**src/rtl/oct_pkg.sv**
```systemverilog
package oct_pkg;
  localparam int NCH = 8;
  localparam int CW  = 16;
  localparam int CHW = $clog2(NCH);
  localparam int AW  = CHW + 2;
  localparam int NCTRL = NCH / 4;

  localparam logic [AW-1:0] A_CNT_HI = AW'(0);
  localparam logic [AW-1:0] A_CNT_LO = AW'(1);
  localparam logic [AW-1:0] A_ACT_A  = AW'(2);
  localparam logic [AW-1:0] A_ACT_B  = AW'(3);
  localparam logic [AW-1:0] A_MODE   = AW'(4);
  localparam logic [AW-1:0] A_MASK   = AW'(5);
  localparam logic [AW-1:0] A_FLAG   = AW'(6);
  localparam logic [AW-1:0] A_OVF    = AW'(7);

  typedef struct packed {
    logic fast_clr;
    logic dbg_stop;
    logic wait_stop;
  } mode_t;

  typedef enum logic [1:0] {
    ACT_NONE = 2'b00,
    ACT_TOG  = 2'b01,
    ACT_LOW  = 2'b10,
    ACT_HIGH = 2'b11
  } act_e;
endpackage

```
**src/rtl/oct_counter.sv**
```systemverilog
module oct_counter #(
  parameter int CW = 16
) (
  input  logic          clk_i,
  input  logic          rst_ni,
  input  logic          run_i,
  input  logic          wr_hi_i,
  input  logic          wr_lo_i,
  input  logic [7:0]    wdata_i,
  input  logic          ovf_clr_i,
  output logic [CW-1:0] cnt_o,
  output logic          ovf_o
);
  localparam int LOW = CW - 8;

  logic [CW-1:0] cnt_q, cnt_d;
  logic          ovf_q, wrap;

  assign wrap = run_i && (&cnt_q);

  always_comb begin
    cnt_d = run_i ? cnt_q + CW'(1) : cnt_q;
    if (wr_hi_i) cnt_d[CW-1:LOW] = wdata_i;
    if (wr_lo_i) cnt_d[LOW-1:0]  = wdata_i[LOW-1:0];
  end

  always_ff @(posedge clk_i or negedge rst_ni) begin
    if (!rst_ni) begin
      cnt_q <= '0;
      ovf_q <= 1'b0;
    end else begin
      cnt_q <= cnt_d;
      ovf_q <= wrap | (ovf_q & ~ovf_clr_i);
    end
  end

  assign cnt_o = cnt_q;
  assign ovf_o = ovf_q;

  assert_freeze_R3: assert property (@(posedge clk_i) disable iff (!rst_ni)
    (!run_i && !wr_hi_i && !wr_lo_i) |=> $stable(cnt_q));

  assert_wrap_R13: assert property (@(posedge clk_i) disable iff (!rst_ni)
    (run_i && (&cnt_q) && !wr_hi_i && !wr_lo_i) |=> (ovf_q && cnt_q == '0));
endmodule

```
**src/rtl/oct_channel.sv**
```systemverilog
module oct_channel #(
  parameter int CW = 16
) (
  input  logic          clk_i,
  input  logic          rst_ni,
  input  logic          run_i,
  input  logic [CW-1:0] cnt_i,
  input  logic          wr_hi_i,
  input  logic          wr_lo_i,
  input  logic [7:0]    wdata_i,
  input  logic          mode_i,
  input  logic          level_i,
  input  logic          mask_i,
  input  logic          flag_clr_i,
  output logic [CW-1:0] cmp_o,
  output logic          flag_o,
  output logic          pin_o,
  output logic          oe_force_o
);
  import oct_pkg::*;
  localparam int LOW = CW - 8;

  logic [CW-1:0] cmp_q;
  logic          flag_q, pin_q, hit;
  act_e          act;

  assign hit = run_i && (cnt_i == cmp_q);
  assign act = act_e'({mode_i, level_i});

  always_ff @(posedge clk_i or negedge rst_ni) begin
    if (!rst_ni) begin
      cmp_q  <= '1;
      flag_q <= 1'b0;
      pin_q  <= 1'b0;
    end else begin
      if (wr_hi_i) cmp_q[CW-1:LOW] <= wdata_i;
      if (wr_lo_i) cmp_q[LOW-1:0]  <= wdata_i[LOW-1:0];
      flag_q <= hit | (flag_q & ~flag_clr_i);
      if (hit && !mask_i) begin
        unique case (act)
          ACT_TOG:  pin_q <= ~pin_q;
          ACT_LOW:  pin_q <= 1'b0;
          ACT_HIGH: pin_q <= 1'b1;
          default:  pin_q <= pin_q;
        endcase
      end
    end
  end

  assign cmp_o      = cmp_q;
  assign flag_o     = flag_q;
  assign pin_o      = pin_q;
  assign oe_force_o = mode_i | level_i;

  assert_hit_R5: assert property (@(posedge clk_i) disable iff (!rst_ni)
    (run_i && cnt_i == cmp_q) |=> flag_q);

  assert_mask_R9: assert property (@(posedge clk_i) disable iff (!rst_ni)
    mask_i |=> $stable(pin_q));

  assert_clr_R10: assert property (@(posedge clk_i) disable iff (!rst_ni)
    (flag_clr_i && !(run_i && cnt_i == cmp_q)) |=> !flag_q);
endmodule

```
**src/rtl/oct_regs.sv**
```systemverilog
module oct_regs
  import oct_pkg::*;
(
  input  logic                   clk_i,
  input  logic                   rst_ni,
  input  logic [AW-1:0]          addr_i,
  input  logic [7:0]             wdata_i,
  input  logic                   we_i,
  input  logic                   re_i,
  input  logic [CW-1:0]          cnt_i,
  input  logic                   ovf_i,
  input  logic [NCH-1:0]         flag_i,
  input  logic [NCH-1:0][CW-1:0] cmp_i,
  output logic [7:0]             rdata_o,
  output mode_t                  mode_o,
  output logic [NCH-1:0]         mask_o,
  output logic [NCH-1:0]         om_o,
  output logic [NCH-1:0]         ol_o,
  output logic                   cnt_wr_hi_o,
  output logic                   cnt_wr_lo_o,
  output logic [NCH-1:0]         cmp_wr_hi_o,
  output logic [NCH-1:0]         cmp_wr_lo_o,
  output logic [NCH-1:0]         flag_clr_o,
  output logic                   ovf_clr_o
);
  localparam int LOW = CW - 8;

  logic [NCTRL-1:0][7:0] act_q;
  mode_t                 mode_q;
  logic [NCH-1:0]        mask_q;
  logic                  in_cmp, cnt_acc;
  logic [CHW-1:0]        ch_sel;

  assign in_cmp  = addr_i[AW-1];
  assign ch_sel  = addr_i[CHW:1];
  assign cnt_acc = (we_i | re_i) && (addr_i == A_CNT_HI || addr_i == A_CNT_LO);

  always_ff @(posedge clk_i or negedge rst_ni) begin
    if (!rst_ni) begin
      act_q  <= '0;
      mode_q <= '0;
      mask_q <= '0;
    end else if (we_i) begin
      unique case (addr_i)
        A_ACT_A: act_q[0] <= wdata_i;
        A_ACT_B: act_q[1] <= wdata_i;
        A_MODE:  mode_q   <= mode_t'(wdata_i[2:0]);
        A_MASK:  mask_q   <= wdata_i;
        default: ;
      endcase
    end
  end

  // channel n: register (NCTRL-1 - n/4), pair at bits 2*(n%4)+1 : 2*(n%4)
  for (genvar n = 0; n < NCH; n++) begin : g_ch
    localparam int RIDX = NCTRL - 1 - n / 4;
    localparam int POS  = 2 * (n % 4);
    logic cmp_hit;
    assign cmp_hit        = we_i && in_cmp && (ch_sel == CHW'(n));
    assign om_o[n]        = act_q[RIDX][POS+1];
    assign ol_o[n]        = act_q[RIDX][POS];
    assign cmp_wr_hi_o[n] = cmp_hit && !addr_i[0];
    assign cmp_wr_lo_o[n] = cmp_hit &&  addr_i[0];
    assign flag_clr_o[n]  = (we_i && addr_i == A_FLAG && wdata_i[n])
                          || (mode_q.fast_clr && cmp_hit);
  end

  assign cnt_wr_hi_o = we_i && addr_i == A_CNT_HI;
  assign cnt_wr_lo_o = we_i && addr_i == A_CNT_LO;
  assign ovf_clr_o   = (we_i && addr_i == A_OVF && wdata_i[0])
                     || (mode_q.fast_clr && cnt_acc);

  always_comb begin
    rdata_o = '0;
    if (in_cmp) begin
      rdata_o = addr_i[0] ? cmp_i[ch_sel][LOW-1:0] : cmp_i[ch_sel][CW-1:LOW];
    end else begin
      unique case (addr_i)
        A_CNT_HI: rdata_o = cnt_i[CW-1:LOW];
        A_CNT_LO: rdata_o = cnt_i[LOW-1:0];
        A_ACT_A:  rdata_o = act_q[0];
        A_ACT_B:  rdata_o = act_q[1];
        A_MODE:   rdata_o = {5'b0, mode_q};
        A_MASK:   rdata_o = mask_q;
        A_FLAG:   rdata_o = flag_i;
        A_OVF:    rdata_o = {7'b0, ovf_i};
        default:  rdata_o = '0;
      endcase
    end
  end

  assign mode_o = mode_q;
  assign mask_o = mask_q;
endmodule

```
**src/rtl/oc_timer.sv**
```systemverilog
module oc_timer
  import oct_pkg::*;
(
  input  logic           clk_i,
  input  logic           rst_ni,
  input  logic [AW-1:0]  addr_i,
  input  logic [7:0]     wdata_i,
  input  logic           we_i,
  input  logic           re_i,
  output logic [7:0]     rdata_o,
  input  logic           wait_i,
  input  logic           dbg_halt_i,
  input  logic [NCH-1:0] dir_i,
  output logic [NCH-1:0] pin_o,
  output logic [NCH-1:0] pin_oe_o
);
  mode_t                  mode;
  logic [NCH-1:0]         mask, om, ol, cmp_wr_hi, cmp_wr_lo, flag_clr, flags, oe_force;
  logic [NCH-1:0][CW-1:0] cmp;
  logic [CW-1:0]          cnt;
  logic                   run, ovf, ovf_clr, cnt_wr_hi, cnt_wr_lo;

  assign run = !((mode.wait_stop && wait_i) || (mode.dbg_stop && dbg_halt_i));

  oct_regs u_regs (
    .clk_i, .rst_ni, .addr_i, .wdata_i, .we_i, .re_i,
    .cnt_i(cnt), .ovf_i(ovf), .flag_i(flags), .cmp_i(cmp),
    .rdata_o, .mode_o(mode), .mask_o(mask), .om_o(om), .ol_o(ol),
    .cnt_wr_hi_o(cnt_wr_hi), .cnt_wr_lo_o(cnt_wr_lo),
    .cmp_wr_hi_o(cmp_wr_hi), .cmp_wr_lo_o(cmp_wr_lo),
    .flag_clr_o(flag_clr), .ovf_clr_o(ovf_clr)
  );

  oct_counter #(.CW(CW)) u_cnt (
    .clk_i, .rst_ni, .run_i(run), .wr_hi_i(cnt_wr_hi), .wr_lo_i(cnt_wr_lo),
    .wdata_i, .ovf_clr_i(ovf_clr), .cnt_o(cnt), .ovf_o(ovf)
  );

  for (genvar n = 0; n < NCH; n++) begin : g_chan
    oct_channel #(.CW(CW)) u_ch (
      .clk_i, .rst_ni, .run_i(run), .cnt_i(cnt),
      .wr_hi_i(cmp_wr_hi[n]), .wr_lo_i(cmp_wr_lo[n]), .wdata_i,
      .mode_i(om[n]), .level_i(ol[n]), .mask_i(mask[n]),
      .flag_clr_i(flag_clr[n]), .cmp_o(cmp[n]), .flag_o(flags[n]),
      .pin_o(pin_o[n]), .oe_force_o(oe_force[n])
    );
  end

  assign pin_oe_o = oe_force | dir_i;

  assert_fast_cnt_R12: assert property (@(posedge clk_i) disable iff (!rst_ni)
    (mode.fast_clr && (we_i || re_i) && (addr_i == A_CNT_HI || addr_i == A_CNT_LO)
     && !(run && (&cnt))) |=> !ovf);

  assert_wait_R3: assert property (@(posedge clk_i) disable iff (!rst_ni)
    (mode.wait_stop && wait_i && !cnt_wr_hi && !cnt_wr_lo) |=> $stable(cnt));

  assert_dbg_R4: assert property (@(posedge clk_i) disable iff (!rst_ni)
    (mode.dbg_stop && dbg_halt_i && !cnt_wr_hi && !cnt_wr_lo) |=> $stable(cnt));
endmodule

```
**config.mk**
```make
export PLATFORM = sky130hd
export DESIGN_NAME = oc_timer
export DESIGN_NICKNAME = d
export VERILOG_FILES = /design/src/rtl/oct_pkg.sv /design/src/rtl/oct_counter.sv /design/src/rtl/oct_channel.sv /design/src/rtl/oct_regs.sv /design/src/rtl/oc_timer.sv
export SDC_FILE = /design/constraint.sdc
export NUM_CORES = 1
export LEC_CHECK = 0
export ABC_AREA = 0
export BUFFER_PORTS_ARGS = -buffer_cell sky130_fd_sc_hd__buf_2
export CAP_MARGIN = 20
export CORE_ASPECT_RATIO = 1.2
export CORE_MARGIN = 2
export CORE_UTILIZATION = 49
export CTS_CLUSTER_DIAMETER = 80
export DETAILED_ROUTE_END_ITERATION = 10
export PLACE_DENSITY = 0.68
export SYNTH_ARGS = -nofsm -noshare
export SYNTH_HDL_FRONTEND = slang
export SYNTH_HIERARCHICAL = 1
export SYNTH_SLANG_ARGS = --single-unit
```
**constraint.sdc**
```tcl
create_clock -name clk_i -period 3.13 [get_ports clk_i]
set_input_delay 0.4695 -clock clk_i [delete_from_list [all_inputs] [get_ports clk_i]]
set_output_delay 0.4695 -clock clk_i [all_outputs]
set_load 0.02 [all_outputs]
```
=== After elaboration in Yosys (flattened, before gate mapping) ===
Cells that the tools add are included.
W data, S select, Z words.

* $add $sub $neg: 1
* Order comparisons: 1
* Eq/ne operators: 48
* Multiplexer cells: 16
* Bitwise operators: 45
* Reduce and logical (&&, ||, !) cells: 111

{| class="wikitable"
|+ Operators by type and width
! operator !! count
|-
| $eq A16 B16 Y1 || 8
|-
| $logic_and A1 B1 Y1 || 67
|-
| $pmux W8 S8 || 1
|-
| $bmux W16 S3 || 1
|-
| $eq A2 B2 Y1 const B || 16
|-
| $mux W16 || 2
|-
| $mux W8 || 4
|-
| $pmux W1 S3 || 8
|-
| $reduce_and A2 Y1 || 12
|-
| $reduce_bool A3 Y1 || 8
|-
| $eq A5 B3 Y1 const B || 4
|-
| $or A1 B1 Y1 || 18
|-
| $not A1 Y1 || 17
|-
| $add A16 B1 Y16 const B || 1
|-
| $eq A2 B1 Y1 const B || 8
|-
| $reduce_and A16 Y1 || 1
|-
| $eq A3 B3 Y1 const B || 4
|-
| $logic_or A1 B1 Y1 || 11
|-
| $eq A5 B2 Y1 const B || 2
|-
| $logic_not A1 Y1 || 10
|-
| $and A1 B1 Y1 || 9
|-
| $or A8 B8 Y8 || 1
|-
| $eq A3 B2 Y1 const B || 2
|-
| $eq A5 B1 Y1 const B || 1
|-
| other kinds (5) || 6
|}

* Register bits: 188
* Output and inout port bits: 24
* Logic and storage cells: 263

=== Longest topological paths before layout ===
* Depth after elaboration: 8
* Depth in mapped cells: 9

=== Modules after synthesis ===
Netlist, hierarchy kept.

{| class="wikitable"
|+ By module, submodules not included
! module !! instances !! cells an instance !! area an instance (um^2) !! seq. area each (um^2)
|-
| oct_channel || 8 || 68 || 919.6 || 470.5
|-
| oct_regs || 1 || 314 || 3029.2 || 675.6
|-
| oct_counter || 1 || 103 || 932.1 || 425.4
|-
| oc_timer || 1 || 9 || 57.6 || 0.0
|}

=== Worst setup path after synthesis ===
Ideal clock, no wire load.

* Kind: input-to-reg
* From: input wait_i
* To: register u_cnt.cnt_q[15] (netlist: u_cnt/cnt_o[15])
* Library setup time: 124 ps
* Arrival: 2784 ps
* Required time: 3006 ps
* Setup slack: 222 ps
* Stages on the path: 5
* Path through: a22oi_1 > buf_2 > nand4_1 > o31a_1 > o31a_1

* Cells in the longest elaborated chain, start to end: 3

{| class="wikitable"
|+ RTL lines
! element !! RTL line !! text
|-
| start: declaration || oc_timer.sv:11 || <nowiki>input logic wait_i,</nowiki>
|-
| $logic_and A1 B1 Y1 || oc_timer.sv:23 || <nowiki>assign run = !((mode.wait_stop && wait_i) || (mode.dbg_stop && dbg_halt_i));</nowiki>
|-
| $logic_or A1 B1 Y1 || oc_timer.sv:23 ||
|-
| $ne A2 B2 Y1 (no line) || - ||
|-
| end signal: assignment || oct_counter.sv:32 || <nowiki>cnt_q <= cnt_d;</nowiki>
|-
| end: declaration || oct_counter.sv:16 || <nowiki>logic [CW-1:0] cnt_q, cnt_d;</nowiki>
|}

No other way between the ends.
A chain may end at the register's enable or synchronous reset.

=== Worst setup path after layout ===
* From: input addr_i[2]
* To: output rdata_o[0]

* Cells in the longest elaborated chain, start to end: 4

{| class="wikitable"
|+ RTL lines
! element !! RTL line !! text
|-
| start: declaration || oc_timer.sv:6 || <nowiki>input logic [AW-1:0] addr_i,</nowiki>
|-
| $bmux W16 S3 || oct_regs.sv:76 || <nowiki>rdata_o = addr_i[0] ? cmp_i[ch_sel][LOW-1:0] : cmp_i[ch_sel][CW-1:LOW];</nowiki>
|-
| $mux W16 (not written as such) || oct_regs.sv:76 ||
|-
| $mux W8 || oct_regs.sv:76 ||
|-
| $mux W8 * || oct_regs.sv:75 || <nowiki>if (in_cmp) begin</nowiki>
|-
| end: declaration || oc_timer.sv:10 || <nowiki>output logic [7:0] rdata_o,</nowiki>
|}

Mark *: on every way between the ends. The rest lies on a longest branch, timed or not. The select of a mux whose other input is x is not followed.

==> flow_summary.toml <==
[placed_design]
dpl.cell_count = 1332
dp_hpwl_mm = 24.75
dpl_cell_area_um2 = 12190
routabilityCongestion = 0.9987
numPortBuffers = 50

[synth]
synth_flop_cell = "dfstp_2"
ys_seq_elements = 188
synth-edff-count = 0
syn-instance-count = 970
ys_warn_count = 6
synth_sequential_area_ratio_pct = 42.76
avgSynthCellArea_um2 = 11.73
synth_cell_type_count = 70
syn_area_um2 = 11380
syn-num-nets = 998
synthArstFlopShare_pct = 100.0

[timing]
finalClockSkew_ns = 0.01626
finalSetupViolations = 0
drv_slew = 0
relSlewSlack_pct = 41.02
fin_crit_sh_pct = 92.49
post-route-min-period_ns = 2.895
fmax_ghz = 0.3454
worstMarginPinSlew_ns = 0.8847
whs_ns = 0.1071
hold_viol_final = 0
rsz0062_at_grt = "false"
tns_ns = 0

[cts]
ctsHoldBuffers = 0
root_buffer = "clkbuf_16"
cts_buffers = 17
cts_setup_buffers = 0
cts_htree_levels = 4
cts_tree = "done"
clk_path_buf_depth = 2
path_clk_slew_ns = 0.08
clkSinkCount = 188
clock_latency_ns = 0.45
cts_resized = 0

[layout]
regArea_um2 = 4865
multi_input_area_um2 = 6191
synthToLayoutAreaGrowth_pct = 12.25
stdcell_count = 1364
diodes = 0
fill_cells = 1936
drive_above_1_share_pct = 44.90
fin_area_um2 = 12770
fin_nets = 1064

[drt]
via_count = 8456
first_iter_violations = 902
wl_per_cell_um = 25.75
drt-pass1-iter-count = 5
drcViolationCount = 0
antenna_left = 0
wl_mm = 35.12
via_per_inst = 6.199

[worst_setup_path]
r2r-end = "g_chan[0].u_ch/pin_o"
slowest_delay_ns = 0.59
cp.depth = 6
crit_family = "simple AND/OR/NAND/NOR gates"
worstSetupPathType = "input port to output port"
cp_num_buf_inv = 2
path_cells = "buf_2, nand2b_1, o31ai_1, a21oi_1, or4_1, buf_2"
regToRegStartpoint = "u_cnt/cnt_o[3]"
r2r_slack_ns = 0.54
crit_top_cell = "buf_2"
cp.required_ns = 2.66
cp-end-kind = "output port"
startpoint = "addr_i[2]"
start_kind = "input port"
worstPathArrival_ns = 2.43
worstPathMaxFanout = 21
critPathCapture = "rdata_o[0]"
ff2ff_path_depth = 5
cp_slowest_cell = "or4_1"

[status]
outcome = "finished clean"

[grt]
grt_max_degree = 91
antenna_found_initial = 0
grt-ovfl-total = 0
grt.total_usage_pct = 29.44
grt_pass1_wl_mm = 52.40
grt_pass1_vias = 8423

[floorplanning]
dieArea_um2 = 24460
start_util_pct = 49.52
core_area_um2 = 22970
die_h_um = 170.9
placementRows = 61
dieWidth_um = 143.1
num_io_pins = 51

[power_and_ir_drop]
p_leak_nw = 5.216
peakVddDrop_mv = 0.3520
p_per_area_nw_per_um2 = 691.9

[min_path]
hp-class = "input port to asynchronous set/reset pin"

[run]
drv_cap = 0
==> cells by family (layout without fill, tap and decap cells) <==
kind of cell / Yosys count / count (layout) / share of synthesized area (%)
muxes: 218 / 218 / 22.34
DFF: 188 / 188 / 42.76
AOI/OAI and AO/OA: 104 / 104 / 6.643
and+or+nand+nor: 243 / 243 / 14.32
buffers and inverters: 75 / 154 / 2.970
adders and majority gates: 1 / 1 / 0.1100
xor gates and xnor gates: 141 / 141 / 10.86
==> how the worst min path moves through the flow <==
stage	start	cells after the start	to	slack, ns
final	rst_ni	1	u_cnt/cnt_o[6]	0.11
after global routing	rst_ni	1	u_cnt/cnt_o[6]	0.15
after CTS	rst_ni	1	u_cnt/cnt_o[6]	0.12
after detailed placement	u_regs/mask_o[1]	1	u_regs/mask_o[1]	0.53
after global placement	u_regs/mask_o[1]	1	u_regs/mask_o[1]	0.52
after floorplan	rst_ni	0	g_chan[0].u_ch/flag_o	0.17
==> cell type report <==
type | instances | share of cell area [%]
clock inverters | 13 | 0.9504
clock buffers | 19 | 3.557
repair buffers | 100 | 5.183
well taps | 315 | 3.086
multi-input cells | 707 | 48.48
inverters | 22 | 0.6467
flip-flops and latches | 188 | 38.10
==> where the power goes <==
part | internal (mW) | switching (mW)
sequential | 3.18 | 0.945
clock | 1.10 | 1.05
combinational | 1.26 | 1.30
==> synth_stat cells, types with 9 or more instances <==
master	count	area (um^2)
dfrtp_1	60	1501
dfstp_2	128	3363
nand2_1	45	168.9
buf_2	15	75.07
mux4_2	11	247.7
mux2i_1	42	420.4
mux2_2	164	1847
nor3_1	10	50.05
o22ai_1	13	81.33
or2_1	9	56.30
xnor2_1	42	367.9
o32ai_1	9	78.83
clkbuf_1	30	112.6
nor4_1	30	187.7
a22oi_1	11	82.58
or2_2	9	56.30
or3b_1	16	140.1
o21ai_0	22	110.1
inv_1	21	78.83
nand4_1	10	62.56
nand4_4	9	191.4
nor2_1	17	63.81
and3_1	13	81.33
nand3_1	12	60.06
xor2_1	99	867.1
nor4b_1	9	78.83
==> layer usage <==
layer / vias up / track usage, % / share of wire [%]
met5: - / 0 / 0
met4: 0 / 16.36 / 5.5
met3: 107 / 5.654 / 6.2
met2: 397 / 47.51 / 48
met1: 4272 / 37.11 / 41
li1: 3680 / - / -
==> cell usage in the layout, fill, tap and decap left out, types with 6 or more instances in the layout <==
cell type and n:
a22oi_1 10, a32o_1 8, and3_1 13, buf_2 48, buf_4 49, clkbuf_16 18, dfrtp_1 60, dfstp_2 128
inv_1 21, mux2_2 164, mux2i_1 42, mux4_2 11, nand2_1 45, nand2b_1 6, nand3_1 12, nand3_2 8
nand4_1 10, nand4_4 9, nor2_1 17, nor2b_1 8, nor3_1 10, nor4_1 28, nor4b_1 9, o21ai_0 22
o21ai_1 8, o22ai_1 13, o32ai_1 9, or2_1 9, or2_2 9, or2b_1 8, or3b_1 16, xnor2_1 42
xor2_1 99
==> per-stage QoR <==
step | setup slack [ns] | util [%] | total power, mW
6_report | 0.2349 | 55.59 | 8.835
3_3_place_gp | 0.3250 | 53.08 | 6.565
4_1_cts | 0.2995 | 55.59 | 8.816
3_5_place_dp | 0.3105 | 53.08 | 6.641
2_1_floorplan | 0.2223 | - | 5.627
5_1_grt | 0.1728 | 55.59 | 9.209
==> flip-flops by register name, indices dropped and copies added (netlist names) <==
name and count:
g_chan.u_ch/cmp_o 128, g_chan.u_ch/flag_o 8, g_chan.u_ch/pin_o 8, u_cnt/cnt_o 16
u_cnt/ovf_o 1, u_regs/mask_o 8, u_regs/mode_o 3, u_regs/ol_o 8
u_regs/om_o 8
(Power assumes the default switching activity.)
